--- config.mk ---
export PLATFORM = sky130hd
export DESIGN_NAME = tlm_limit_monitor
export DESIGN_NICKNAME = d
export VERILOG_FILES = /design/src/rtl/tlm_pkg.sv /design/src/rtl/tlm_offset_add.sv /design/src/rtl/tlm_fault_queue.sv /design/src/rtl/tlm_therm_ctrl.sv /design/src/rtl/tlm_limit_monitor.sv
export SDC_FILE = /design/constraint.sdc
export NUM_CORES = 1
export LEC_CHECK = 0
export BUFFER_PORTS_ARGS = -buffer_cell sky130_fd_sc_hd__buf_2
export CAP_MARGIN = 10
export CORE_ASPECT_RATIO = 1.4
export CORE_MARGIN = 1.5
export CORE_UTILIZATION = 60
export CTS_CLUSTER_SIZE = 24
export DETAILED_ROUTE_END_ITERATION = 6
export PLACE_DENSITY = 0.8
export SETUP_SLACK_MARGIN = 0.4
export SYNTH_ARGS = -nofsm -noshare
export SYNTH_HDL_FRONTEND = slang
export SYNTH_SLANG_ARGS = --single-unit
--- constraint.sdc ---
create_clock -name clk -period 6.37 [get_ports clk]
set_clock_uncertainty 0.1 [all_clocks]
set_input_delay 1.274 -clock clk [delete_from_list [all_inputs] [get_ports clk]]
set_output_delay 1.274 -clock clk [all_outputs]
set_load 0.005 [all_outputs]
--- src/rtl/tlm_pkg.sv ---
// Shared constants for the temperature limit monitor: register map and
// status bit positions. Assumes a 4-bit register address.
package tlm_pkg;
    localparam int NCOND       = 5;
    localparam int ADR_LOC_OFS = 0;
    localparam int ADR_REM_OFS = 1;
    localparam int ADR_LOC_HI  = 2;
    localparam int ADR_LOC_LO  = 3;
    localparam int ADR_REM_HI  = 4;
    localparam int ADR_REM_LO  = 5;
    localparam int ADR_FAN_LIM = 6;
    localparam int ADR_THM_LIM = 7;
    localparam int ADR_THM_HYS = 8;
    localparam int ADR_MASK    = 9;
    localparam int ADR_QDEPTH  = 10;
    localparam int ADR_STATUS  = 11;
    localparam int ADR_ACLR    = 12;
    localparam int ADR_LOC_VAL = 13;
    localparam int ADR_REM_VAL = 14;
    // status / mask bit positions
    localparam int C_LOC_HI = 0;
    localparam int C_LOC_LO = 1;
    localparam int C_REM_HI = 2;
    localparam int C_REM_LO = 3;
    localparam int C_FAN    = 4;
endpackage

--- src/rtl/tlm_offset_add.sv ---
// Adds a signed fixed-point offset to a signed temperature reading.
// Assumes the offset has SHIFT fewer fraction bits than the reading and
// that OW + SHIFT <= TW. The result saturates to the TW-bit signed range.
module tlm_offset_add #(
    parameter int TW    = 16,
    parameter int OW    = 8,
    parameter int SHIFT = 2
) (
    input  logic [TW-1:0] raw,
    input  logic [OW-1:0] ofs,
    output logic [TW-1:0] sum
);
    localparam int SW = TW + 1;
    localparam logic [TW-1:0] SMAX = {1'b0, {(TW-1){1'b1}}};
    localparam logic [TW-1:0] SMIN = {1'b1, {(TW-1){1'b0}}};

    logic [SW-1:0] ext_ofs;
    logic [SW-1:0] ext_raw;
    logic [SW-1:0] wide;

    // Align the offset, widen both operands by one bit, add and saturate.
    always_comb begin
        ext_ofs = {{(SW-OW){ofs[OW-1]}}, ofs} << SHIFT;
        ext_raw = {raw[TW-1], raw};
        wide    = ext_raw + ext_ofs;
        if (wide[SW-1] != wide[SW-2])
            sum = wide[SW-1] ? SMIN : SMAX;
        else
            sum = wide[TW-1:0];
    end

    // A non-negative offset never lowers the reading; a negative one never raises it.
    always_comb begin
        assert_sat_up_R1: assert (ofs[OW-1] || ($signed(sum) >= $signed(raw)));
        assert_sat_dn_R1: assert (!ofs[OW-1] || ($signed(sum) <= $signed(raw)));
    end
endmodule

--- src/rtl/tlm_fault_queue.sv ---
// Counts consecutive out-of-limit results for one condition. The hit pulse
// fires on a strobe once depth+1 consecutive out-of-limit results have been
// seen. Assumes strobe is a single-cycle result-valid pulse.
module tlm_fault_queue #(
    parameter int QW = 2
) (
    input  logic          clk,
    input  logic          rst_n,
    input  logic          strobe,
    input  logic          cond_in,
    input  logic [QW-1:0] depth,
    output logic          hit
);
    localparam int CW = QW + 1;
    localparam logic [CW-1:0] CAP = {1'b1, {QW{1'b0}}};

    logic [CW-1:0] cnt;

    assign hit = strobe && cond_in && (cnt >= {1'b0, depth});

    // Saturating run-length counter; an in-limit result restarts it.
    always_ff @(posedge clk) begin
        if (!rst_n)
            cnt <= '0;
        else if (strobe) begin
            if (!cond_in)
                cnt <= '0;
            else if (cnt != CAP)
                cnt <= cnt + 1'b1;
        end
    end

    assert_cnt_cap_R6: assert property (@(posedge clk) disable iff (!rst_n)
        cnt <= CAP);
    assert_cnt_restart_R6: assert property (@(posedge clk) disable iff (!rst_n)
        (strobe && !cond_in) |=> (cnt == '0));
endmodule

--- src/rtl/tlm_therm_ctrl.sv ---
// Hysteretic overtemperature flag shared by both temperature channels.
// Asserts when either reading exceeds the limit; releases when both are
// below limit minus hysteresis. Assumes hysteresis is unsigned.
module tlm_therm_ctrl #(
    parameter int TW = 16
) (
    input  logic          clk,
    input  logic          rst_n,
    input  logic          upd,
    input  logic [TW-1:0] loc_t,
    input  logic [TW-1:0] rem_t,
    input  logic [TW-1:0] limit,
    input  logic [TW-1:0] hyst,
    output logic          active
);
    logic signed [TW:0] lo_thr;
    logic               over;
    logic               under;

    // Release threshold and the two comparisons in one extra bit of range.
    always_comb begin
        lo_thr = $signed({limit[TW-1], limit}) - $signed({1'b0, hyst});
        over   = ($signed(loc_t) > $signed(limit)) || ($signed(rem_t) > $signed(limit));
        under  = ($signed({loc_t[TW-1], loc_t}) < lo_thr) &&
                 ($signed({rem_t[TW-1], rem_t}) < lo_thr);
    end

    // Set takes priority; otherwise release only below the lower threshold.
    always_ff @(posedge clk) begin
        if (!rst_n)
            active <= 1'b0;
        else if (upd) begin
            if (over)
                active <= 1'b1;
            else if (under)
                active <= 1'b0;
        end
    end

    assert_therm_hold_R9: assert property (@(posedge clk) disable iff (!rst_n)
        !upd |=> $stable(active));
    assert_therm_rise_R9: assert property (@(posedge clk) disable iff (!rst_n)
        $rose(active) |-> $past(upd));
endmodule

--- src/rtl/tlm_limit_monitor.sv ---
// Temperature and fan limit monitor. On each result strobe it corrects the
// temperature by the channel offset and evaluates that channel's limit
// conditions. It updates fault queues, latched status, the comparator
// alert, the latched bus alert and the overtemperature output.
// Assumes result strobes are single-cycle pulses and that a register read
// is a one-cycle strobe.
module tlm_limit_monitor #(
    parameter int TW = 16,
    parameter int OW = 8,
    parameter int QW = 2,
    parameter int AW = 4
) (
    input  logic          clk,
    input  logic          rst_n,
    input  logic          loc_vld,
    input  logic [TW-1:0] loc_raw,
    input  logic          rem_vld,
    input  logic [TW-1:0] rem_raw,
    input  logic          fan_vld,
    input  logic [TW-1:0] fan_count,
    input  logic          reg_wr,
    input  logic          reg_rd,
    input  logic [AW-1:0] reg_addr,
    input  logic [TW-1:0] reg_wdata,
    output logic [TW-1:0] reg_rdata,
    output logic          cmp_alert_n,
    output logic          bus_alert_n,
    output logic          therm_n
);
    import tlm_pkg::*;

    localparam int SHIFT = 2;
    localparam logic [TW-1:0] SMAX = {1'b0, {(TW-1){1'b1}}};
    localparam logic [TW-1:0] SMIN = {1'b1, {(TW-1){1'b0}}};

    logic [OW-1:0]    ofs_loc, ofs_rem;
    logic [TW-1:0]    lim_lh, lim_ll, lim_rh, lim_rl, lim_fan, thm_lim, thm_hys;
    logic [NCOND-1:0] mask;
    logic [QW-1:0]    qdepth;
    logic [TW-1:0]    loc_c, rem_c, loc_t, rem_t, loc_nxt, rem_nxt;
    logic [NCOND-1:0] cond, cond_new, strobe, hit, status;
    logic             bus_flag, therm_active, stat_rd, clr_wr;

    // Offset correction for both temperature channels.
    tlm_offset_add #(.TW(TW), .OW(OW), .SHIFT(SHIFT)) u_ofs_loc (
        .raw(loc_raw), .ofs(ofs_loc), .sum(loc_c));
    tlm_offset_add #(.TW(TW), .OW(OW), .SHIFT(SHIFT)) u_ofs_rem (
        .raw(rem_raw), .ofs(ofs_rem), .sum(rem_c));

    // Per-condition evaluation of the incoming result and its strobe.
    always_comb begin
        cond_new[C_LOC_HI] = $signed(loc_c) > $signed(lim_lh);
        cond_new[C_LOC_LO] = $signed(loc_c) < $signed(lim_ll);
        cond_new[C_REM_HI] = $signed(rem_c) > $signed(lim_rh);
        cond_new[C_REM_LO] = $signed(rem_c) < $signed(lim_rl);
        cond_new[C_FAN]    = fan_count > lim_fan;
        strobe = {fan_vld, rem_vld, rem_vld, loc_vld, loc_vld};
        stat_rd = reg_rd && (reg_addr == AW'(ADR_STATUS));
        clr_wr  = reg_wr && (reg_addr == AW'(ADR_ACLR));
        loc_nxt = loc_vld ? loc_c : loc_t;
        rem_nxt = rem_vld ? rem_c : rem_t;
    end

    // Register file writes; reset loads limits that never trip.
    always_ff @(posedge clk) begin
        if (!rst_n) begin
            ofs_loc <= '0;   ofs_rem <= '0;
            lim_lh  <= SMAX; lim_ll  <= SMIN;
            lim_rh  <= SMAX; lim_rl  <= SMIN;
            lim_fan <= '1;   thm_lim <= SMAX; thm_hys <= '0;
            mask    <= '0;   qdepth  <= '0;
        end else if (reg_wr) begin
            case (reg_addr)
                AW'(ADR_LOC_OFS): ofs_loc <= reg_wdata[OW-1:0];
                AW'(ADR_REM_OFS): ofs_rem <= reg_wdata[OW-1:0];
                AW'(ADR_LOC_HI):  lim_lh  <= reg_wdata;
                AW'(ADR_LOC_LO):  lim_ll  <= reg_wdata;
                AW'(ADR_REM_HI):  lim_rh  <= reg_wdata;
                AW'(ADR_REM_LO):  lim_rl  <= reg_wdata;
                AW'(ADR_FAN_LIM): lim_fan <= reg_wdata;
                AW'(ADR_THM_LIM): thm_lim <= reg_wdata;
                AW'(ADR_THM_HYS): thm_hys <= reg_wdata;
                AW'(ADR_MASK):    mask    <= reg_wdata[NCOND-1:0];
                AW'(ADR_QDEPTH):  qdepth  <= reg_wdata[QW-1:0];
                default: ;
            endcase
        end
    end

    // Latest corrected readings and latest per-condition result.
    always_ff @(posedge clk) begin
        if (!rst_n) begin
            loc_t <= '0;
            rem_t <= '0;
            cond  <= '0;
        end else begin
            loc_t <= loc_nxt;
            rem_t <= rem_nxt;
            for (int i = 0; i < NCOND; i++)
                if (strobe[i]) cond[i] <= cond_new[i];
        end
    end

    // One fault queue per condition.
    for (genvar g = 0; g < NCOND; g++) begin : g_queue
        tlm_fault_queue #(.QW(QW)) u_fq (
            .clk(clk), .rst_n(rst_n), .strobe(strobe[g]),
            .cond_in(cond_new[g]), .depth(qdepth), .hit(hit[g]));
    end

    // Latched status: a qualified hit sets; a status read clears vanished conditions.
    always_ff @(posedge clk) begin
        if (!rst_n)
            status <= '0;
        else
            for (int i = 0; i < NCOND; i++)
                if (hit[i])
                    status[i] <= 1'b1;
                else if (stat_rd && !cond[i])
                    status[i] <= 1'b0;
    end

    // Bus alert latch: an unmasked qualified hit sets, a clear write releases.
    always_ff @(posedge clk) begin
        if (!rst_n)
            bus_flag <= 1'b0;
        else if (|(hit & ~mask))
            bus_flag <= 1'b1;
        else if (clr_wr)
            bus_flag <= 1'b0;
    end

    tlm_therm_ctrl #(.TW(TW)) u_therm (
        .clk(clk), .rst_n(rst_n), .upd(loc_vld || rem_vld),
        .loc_t(loc_nxt), .rem_t(rem_nxt), .limit(thm_lim), .hyst(thm_hys),
        .active(therm_active));

    assign cmp_alert_n = ~|(cond & ~mask);
    assign bus_alert_n = ~bus_flag;
    assign therm_n     = ~therm_active;

    // Read data multiplexer.
    always_comb begin
        case (reg_addr)
            AW'(ADR_LOC_OFS): reg_rdata = {{(TW-OW){ofs_loc[OW-1]}}, ofs_loc};
            AW'(ADR_REM_OFS): reg_rdata = {{(TW-OW){ofs_rem[OW-1]}}, ofs_rem};
            AW'(ADR_LOC_HI):  reg_rdata = lim_lh;
            AW'(ADR_LOC_LO):  reg_rdata = lim_ll;
            AW'(ADR_REM_HI):  reg_rdata = lim_rh;
            AW'(ADR_REM_LO):  reg_rdata = lim_rl;
            AW'(ADR_FAN_LIM): reg_rdata = lim_fan;
            AW'(ADR_THM_LIM): reg_rdata = thm_lim;
            AW'(ADR_THM_HYS): reg_rdata = thm_hys;
            AW'(ADR_MASK):    reg_rdata = {{(TW-NCOND){1'b0}}, mask};
            AW'(ADR_QDEPTH):  reg_rdata = {{(TW-QW){1'b0}}, qdepth};
            AW'(ADR_STATUS):  reg_rdata = {{(TW-NCOND){1'b0}}, status};
            AW'(ADR_LOC_VAL): reg_rdata = loc_t;
            AW'(ADR_REM_VAL): reg_rdata = rem_t;
            default:          reg_rdata = '0;
        endcase
    end

    assert_bus_hold_R7: assert property (@(posedge clk) disable iff (!rst_n)
        (bus_flag && !clr_wr) |=> bus_flag);
    assert_mask_quiet_R5: assert property (@(posedge clk) disable iff (!rst_n)
        (!bus_flag && ((hit & ~mask) == '0)) |=> !bus_flag);
    assert_cmp_source_R4: assert property (@(posedge clk) disable iff (!rst_n)
        (!loc_vld && !rem_vld && !fan_vld && !reg_wr) |=> $stable(cmp_alert_n));
    assert_status_read_R8: assert property (@(posedge clk) disable iff (!rst_n)
        (hit == '0 && !stat_rd) |=> $stable(status));
endmodule

# --- After elaboration in Yosys (flattened, before gate mapping) ---
# Index checks and enable logic that the tools add are counted.
word_totals:
  regBits: 194
  input_bits: 75
  output_inout_bits: 19
  word_cells: 165
op_classes:
  addsub: 8
  n_lt_le_gt_ge: 14
  eq_ne: 26
  muxes: 31
  n_bitwise: 5
  n_reduce_logical: 53
ops:
  columns: ["op", "n"]
  rows:
  - ["$pmux 16 s14", 1]
  - ["$mux 16", 6]
  - ["$gt 16x16->1", 5]
  - ["$add 16x10->17", 2]
  - ["$lt 16x17->1", 2]
  - ["$reduce_and 2->1", 17]
  - ["$lt 16x16->1", 2]
  - ["$mux 3", 10]
  - ["$eq 4x4->1 const B", 7]
  - ["$logic_and 1x1->1", 18]
  - ["$sub 16x17->17", 1]
  - ["$eq 4x3->1 const B", 4]
  - ["$add 3x1->3 const B", 5]
  - ["$ge 3x2->1", 5]
  - ["$ne 3x3->1 const B", 5]
  - ["$mux 1", 14]
  - ["$reduce_bool 2->1", 7]
  - ["$and 5x5->5", 2]
  - ["$ne 2x2->1 const B", 5]
  - ["$reduce_or 5->1", 2]
  - ["$eq 4x2->1 const B", 2]
  - ["$logic_not 1->1", 6]
  - ["$not 5->5", 1]
  - ["$eq 4x1->1 const B", 1]
  - ["4 further kinds", 7]

# --- Longest topological paths before layout ---
logic_depth:
  ltp_word: 9
  mapped_depth: 23
  mapped_depth_nobuf: 23

# --- Cells and area by module ---
# Synthesis repeated with hierarchy kept, for this count alone.
hier_totals:
  hier_cells: 1906
  area_unflattened_um2: 15318.4
by_module_without_submodules:
  columns: ["mod", "n_inst", "cells_each", "area_each_um2", "seq_area_each_um2"]
  rows:
  - ["tlm_limit_monitor", 1, 1178, 9801.9, 3563.4]
  - ["tlm_therm_ctrl", 1, 293, 2289.7, 20.0]
  - ["tlm_offset_add", 2, 145, 1078.5, 0.0]
  - ["tlm_fault_queue", 5, 29, 214.0, 60.1]

# --- Worst setup path after synthesis ---
# Ideal clock, no wire load.
synth_path:
  kind: "input port to flip-flop"
  startpoint: "input rem_raw[2]"
  endpoint: "register bus_flag"
  setup_ns: 0.120
  arrival_time_ns: 5.567
  required_ns: 6.150
  setup_slack_ns: 0.583
  stages: 21
  path_cell_list: "ha_1 > fa_1 > a211oi_1 > o21ai_0 > a2111oi_4 > nor3_1 > o211ai_2 > o31ai_1 > buf_6 > o21a_1 > ha_1 > nand3_1 > or4_1 > nor3_1 > nand2b_1 > o32a_1 > o2111ai_1 > o21ai_2 > nand3_1 > o22ai_1 > o31a_1"
synth_between:
  elab_chain_len: 9
  word_cells_on_any_way: 14
  cone_classes: "add/sub: 1; order compare: 2; eq/ne: 1; mux: 3; bitwise: 1; reduce/logical: 6"
synth_lines:
  columns: ["item", "line", "text"]
  rows:
  - ["from (decl)", "tlm_limit_monitor.sv:18", "input logic [TW-1:0] rem_raw,"]
  - ["$add 16x10->17 *", "tlm_offset_add.sv:25", "wide = ext_raw + ext_ofs;"]
  - ["$mux 16 or $ne 1x1->1 (tied branches)", "tlm_offset_add.sv:27, tlm_offset_add.sv:26", null]
  - ["$mux 16 *", "tlm_offset_add.sv:26", "if (wide[SW-1] != wide[SW-2])"]
  - ["$gt 16x16->1 or $lt 16x16->1 (tied branches)", "tlm_limit_monitor.sv:54, tlm_limit_monitor.sv:55", null]
  - ["$logic_and 1x1->1 (2 in series)", "tlm_fault_queue.sv:19", "assign hit = strobe && cond_in && (cnt >= {1'b0, depth});"]
  - ["$and 5x5->5 *", "tlm_limit_monitor.sv:127", "else if (|(hit & ~mask))"]
  - ["$reduce_or 5->1 *", "tlm_limit_monitor.sv:127", null]
  - ["$mux 1 or $reduce_bool 2->1 (tied branches)", null, null]
  - ["to (signal assigned)", "tlm_limit_monitor.sv:126", "bus_flag <= 1'b0;"]
  - ["to (signal assigned)", "tlm_limit_monitor.sv:128", "bus_flag <= 1'b1;"]
  - ["to (signal assigned)", "tlm_limit_monitor.sv:130", "bus_flag <= 1'b0;"]
  - ["to (decl)", "tlm_limit_monitor.sv:42", "logic bus_flag, therm_active, stat_rd, clr_wr;"]
# Every way passes the cells marked *; elsewhere a longest branch is shown, timed or not.
# A chain may end at the register's enable or synchronous reset.

# --- Worst setup path after layout ---
layout_path:
  startpoint: "input loc_raw[2]"
  endpoint: "register bus_flag"
layout_between:
  elab_chain_len: 9
  word_cells_on_any_way: 14
  cone_classes: "add/sub: 1; order compare: 2; eq/ne: 1; mux: 3; bitwise: 1; reduce/logical: 6"
layout_lines:
  columns: ["item", "line", "text"]
  rows:
  - ["from (decl)", "tlm_limit_monitor.sv:16", "input logic [TW-1:0] loc_raw,"]
  - ["$add 16x10->17 *", "tlm_offset_add.sv:25", null]
  - ["$mux 16 or $ne 1x1->1 (tied branches)", "tlm_offset_add.sv:27, tlm_offset_add.sv:26", null]
  - ["$mux 16 *", "tlm_offset_add.sv:26", null]
  - ["$gt 16x16->1 or $lt 16x16->1 (tied branches)", "tlm_limit_monitor.sv:52, tlm_limit_monitor.sv:53", null]
  - ["$logic_and 1x1->1 (2 in series)", "tlm_fault_queue.sv:19", null]
  - ["$and 5x5->5 *", "tlm_limit_monitor.sv:127", null]
  - ["$reduce_or 5->1 *", "tlm_limit_monitor.sv:127", null]
  - ["$mux 1 or $reduce_bool 2->1 (tied branches)", null, null]
# Marks and branches as above.

==> impl_metrics.yaml <==
sta:
  max_freq_ghz: 0.172
  hold_viol: 0
  fin_setup_tns_ns: 0
  slew_violations: 0
  worst_pin_slew_ns: 1.23
  fin_ws_ns: 0.550
  rsz0062_at_grt: "no"
  final.min_clock_period_ns: 5.82
  setup_viol: 0
  min_period_over_period_pct: 91.4
  max-slew-margin-rel_pct: 17.4
  worst_hold_slack_ns: 0.359
yosys:
  synth_area_leaders: "dfxtp_1, ha_1, nand2_1, a21oi_1, inv_1"
  synth-simple-area-share_pct: 17.9
  synth.avg_cell_area_sq_um: 8.10
  ys_seq_area_share_pct: 26.1
  ys_ff_latch: 194
  yosysTopAreaCellShare_pct: 26.1
  synth_compound_gate_area_share_pct: 25.6
  async_flop_share_pct: 0
  syn_nets: 2115
  synthMuxAreaShare_pct: 4.62
  synth_top_family_by_area: "compound AO/OA/AOI/OAI gates"
  syn_inst: 1837
  synth.yosys.warnings: 0
  synth.largest_area_cell: "dfxtp_1"
  synthDistinctLibCells: 94
  synthAdderAreaFrac_pct: 17.3
  synthFlopType: "dfxtp_1"
  syn_area_sq_mm: 0.0149
  synth_edf_count: 0
  synth_xor_xnor_area_share_pct: 2.12
final_layout:
  instances_no_fill: 2213
  final_nets: 2163
  design_area_sq_mm: 0.0162
  final_core_util_pct: 66.1
  multi_input_area_sq_mm: 0.0101
  layout_common_cells: "nand2_1, ha_1, dfxtp_1, inv_1, a21oi_1"
  n_fill_cell: 2097
  area_delta_synth_final_pct: 8.83
  final-seq-area_sq_mm: 0.00388
  final_common_cell: "nand2_1"
  drive_gt1_share_pct: 12.1
routing:
  wl_microns: 49700
  wl_met1_microns: 18900
  highest_layer: "met4"
  met2RoutedLength_microns: 23000
  drcViolationCount: 4
  viasPerCell: 6.53
  wl_met3_microns: 3610
  wl_per_cell_microns: 22.5
  drtIter0Drc: 1346
  first_pass_iters: 7
  num_vias: 14400
  ant_nets: 0
worst_setup_path:
  r2r_cells: 19
  end_kind: "flip-flop"
  path_max_fanout: 5
  critPathKind: "in -> reg"
  regToRegSetupSlack_ns: 0.95
  critPathRequiredTime_ns: 6.60
  critPathCapture: "bus_flag"
  timing.rr.start: "ofs_loc[7]"
  rr_endpoint: "bus_flag"
  cp-start-kind: "primary input"
  worstPathArrival_ns: 6.05
  worstSetupStartpoint: "loc_raw[2]"
clocking:
  cts_buffers: 17
  cts_hold_buffers: 0
  clock-sinks: 194
  cts_buffer_depth: 2
  clk_latency_ns: 0.44
  htree_levels: 4
  clk_pin_slew_ns: 0.07
  root_buffer: "clkbuf_16"
  cts_tree: "yes"
place:
  gp_congestion: 1.01
  dpl_cell_area_sq_mm: 0.0155
  portBuffers: 93
  post-place-ws_ns: -0.0358
  placed_cells: 2180
  hpwl_microns: 37500
power:
  ir_drop_uv: 198
  powerDensity_mw_per_mm2: 184
  p_leak_nw: 7.40
  power.total_mw: 2.98
outcome:
  status: "complete, but fails checks"
  violations: "design-rule violations"
die:
  die_h_microns: 189
  core_area_sq_mm: 0.0245
  start_util_pct: 60.7
  ios: 94
  die-area_sq_mm: 0.0258
  die_w_microns: 136
  rows: 68
min_path:
  hold_path.class: "reg -> reg"
job:
  maxCapViolations: 0
global_route:
  grt.total_usage_pct: 38.6
  antenna_found_initial: 1
  overflow: 0
  grt_max_degree: 95
  grt_pass1_vias: 13800
  grt_pass1_wl_microns: 75900
## registers in the layout, summed over array words and instances, names as in the netlist, 8 cells and up
register          flops
lim_fan              16
lim_lh               16
lim_rl               16
thm_lim              16
ofs_loc               8
ofs_rem               8
g_queue.u_fq.cnt     15
lim_ll               16
lim_rh               16
thm_hys              16
rem_t                16
loc_t                16
## cells by family (layout without fill, tap and decap cells)
logic type               count (synthesis)  in the layout
XOR/XNOR                                36             36
multiplexers                            65             65
buffers and inverters                  240            300
AND/OR/NAND/NOR                        560            560
flip-flops                             194            194
other                                    0              1
AO/OA/AOI/OAI                          538            538
adder cells (fa/ha/maj)                204            204
## worst min path at each step
stage / end / cells after the start / slack, ns / startpoint
detailed placement: thm_hys[4] / 2 / 0.35 / thm_hys[4]
floorplan: thm_hys[4] / 2 / 0.34 / thm_hys[4]
global placement: thm_hys[4] / 2 / 0.35 / thm_hys[4]
finish: thm_hys[4] / 2 / 0.36 / thm_hys[4]
CTS: thm_hys[4] / 2 / 0.36 / thm_hys[4]
global route: thm_hys[4] / 2 / 0.38 / thm_hys[4]
## critical path: stages
cell and delay [ns]:
buf_2 0.11, ha_1 0.24, fa_1 0.44, a211oi_2 0.36, o21ai_2 0.15, a21o_1 0.18, a21oi_1 0.22, o21ai_1 0.15
a31oi_1 0.23, xnor2_1 0.08, o21a_1 0.26, ha_1 0.33, nand4_1 0.18, nor4_1 0.35, buf_4 0.19, nand3_1 0.07
mux2i_1 0.15, a21oi_1 0.07, a222oi_1 0.33, buf_4 0.20, nor2_2 0.06, nor4b_4 0.15, o31a_1 0.26
## synthesized netlist by cell type, types with 11 or more instances
master / instances
a221oi_1: 16
nor2_1: 105
a22oi_1: 36
a21o_1: 60
mux2_2: 29
and2_1: 39
dfxtp_1: 194
nor2b_1: 17
nand3_1: 29
ha_1: 200
xnor2_1: 24
nand2_1: 242
clkbuf_1: 72
o21a_1: 31
a21oi_1: 140
a31oi_1: 16
inv_1: 150
o211ai_1: 64
o31ai_1: 11
mux2i_1: 36
o21ai_0: 41
xor2_1: 12
nand4_1: 40
nand2b_1: 18
a211oi_1: 16
nor3_1: 25
## layer usage
metal  track usage, %  up-vias
li1                 -     6741
met1             45.5     6748
met2             62.7      747
met3             5.65      207
met4             29.4        0
met5                0        -
## layout make-up
type | count | area share, %
Sequential cell | 194 | 24.0
Clock inverter | 10 | 0.750
Timing Repair Buffer | 118 | 4.03
Tap cell | 315 | 2.43
Clock buffer | 21 | 2.91
Multi-Input combinational cell | 1403 | 62.4
Antenna cell | 1 | 0.0155
Inverter | 151 | 3.50
## power by group
part	switching [mW]	total, mW	internal [mW]
clock	0.503	1.12	0.612
sequential	0.0317	1.28	1.25
combinational	0.362	0.591	0.229
total	0.897	2.98	2.09
## repair_timing
item | 4_1_cts | 5_1_grt
setup buffers | 0 | 1
resized for setup | 1 | 10
setup endpoints to repair | 1 | 13
pin swaps | 0 | 4
Power figures use the tool's default switching activity.
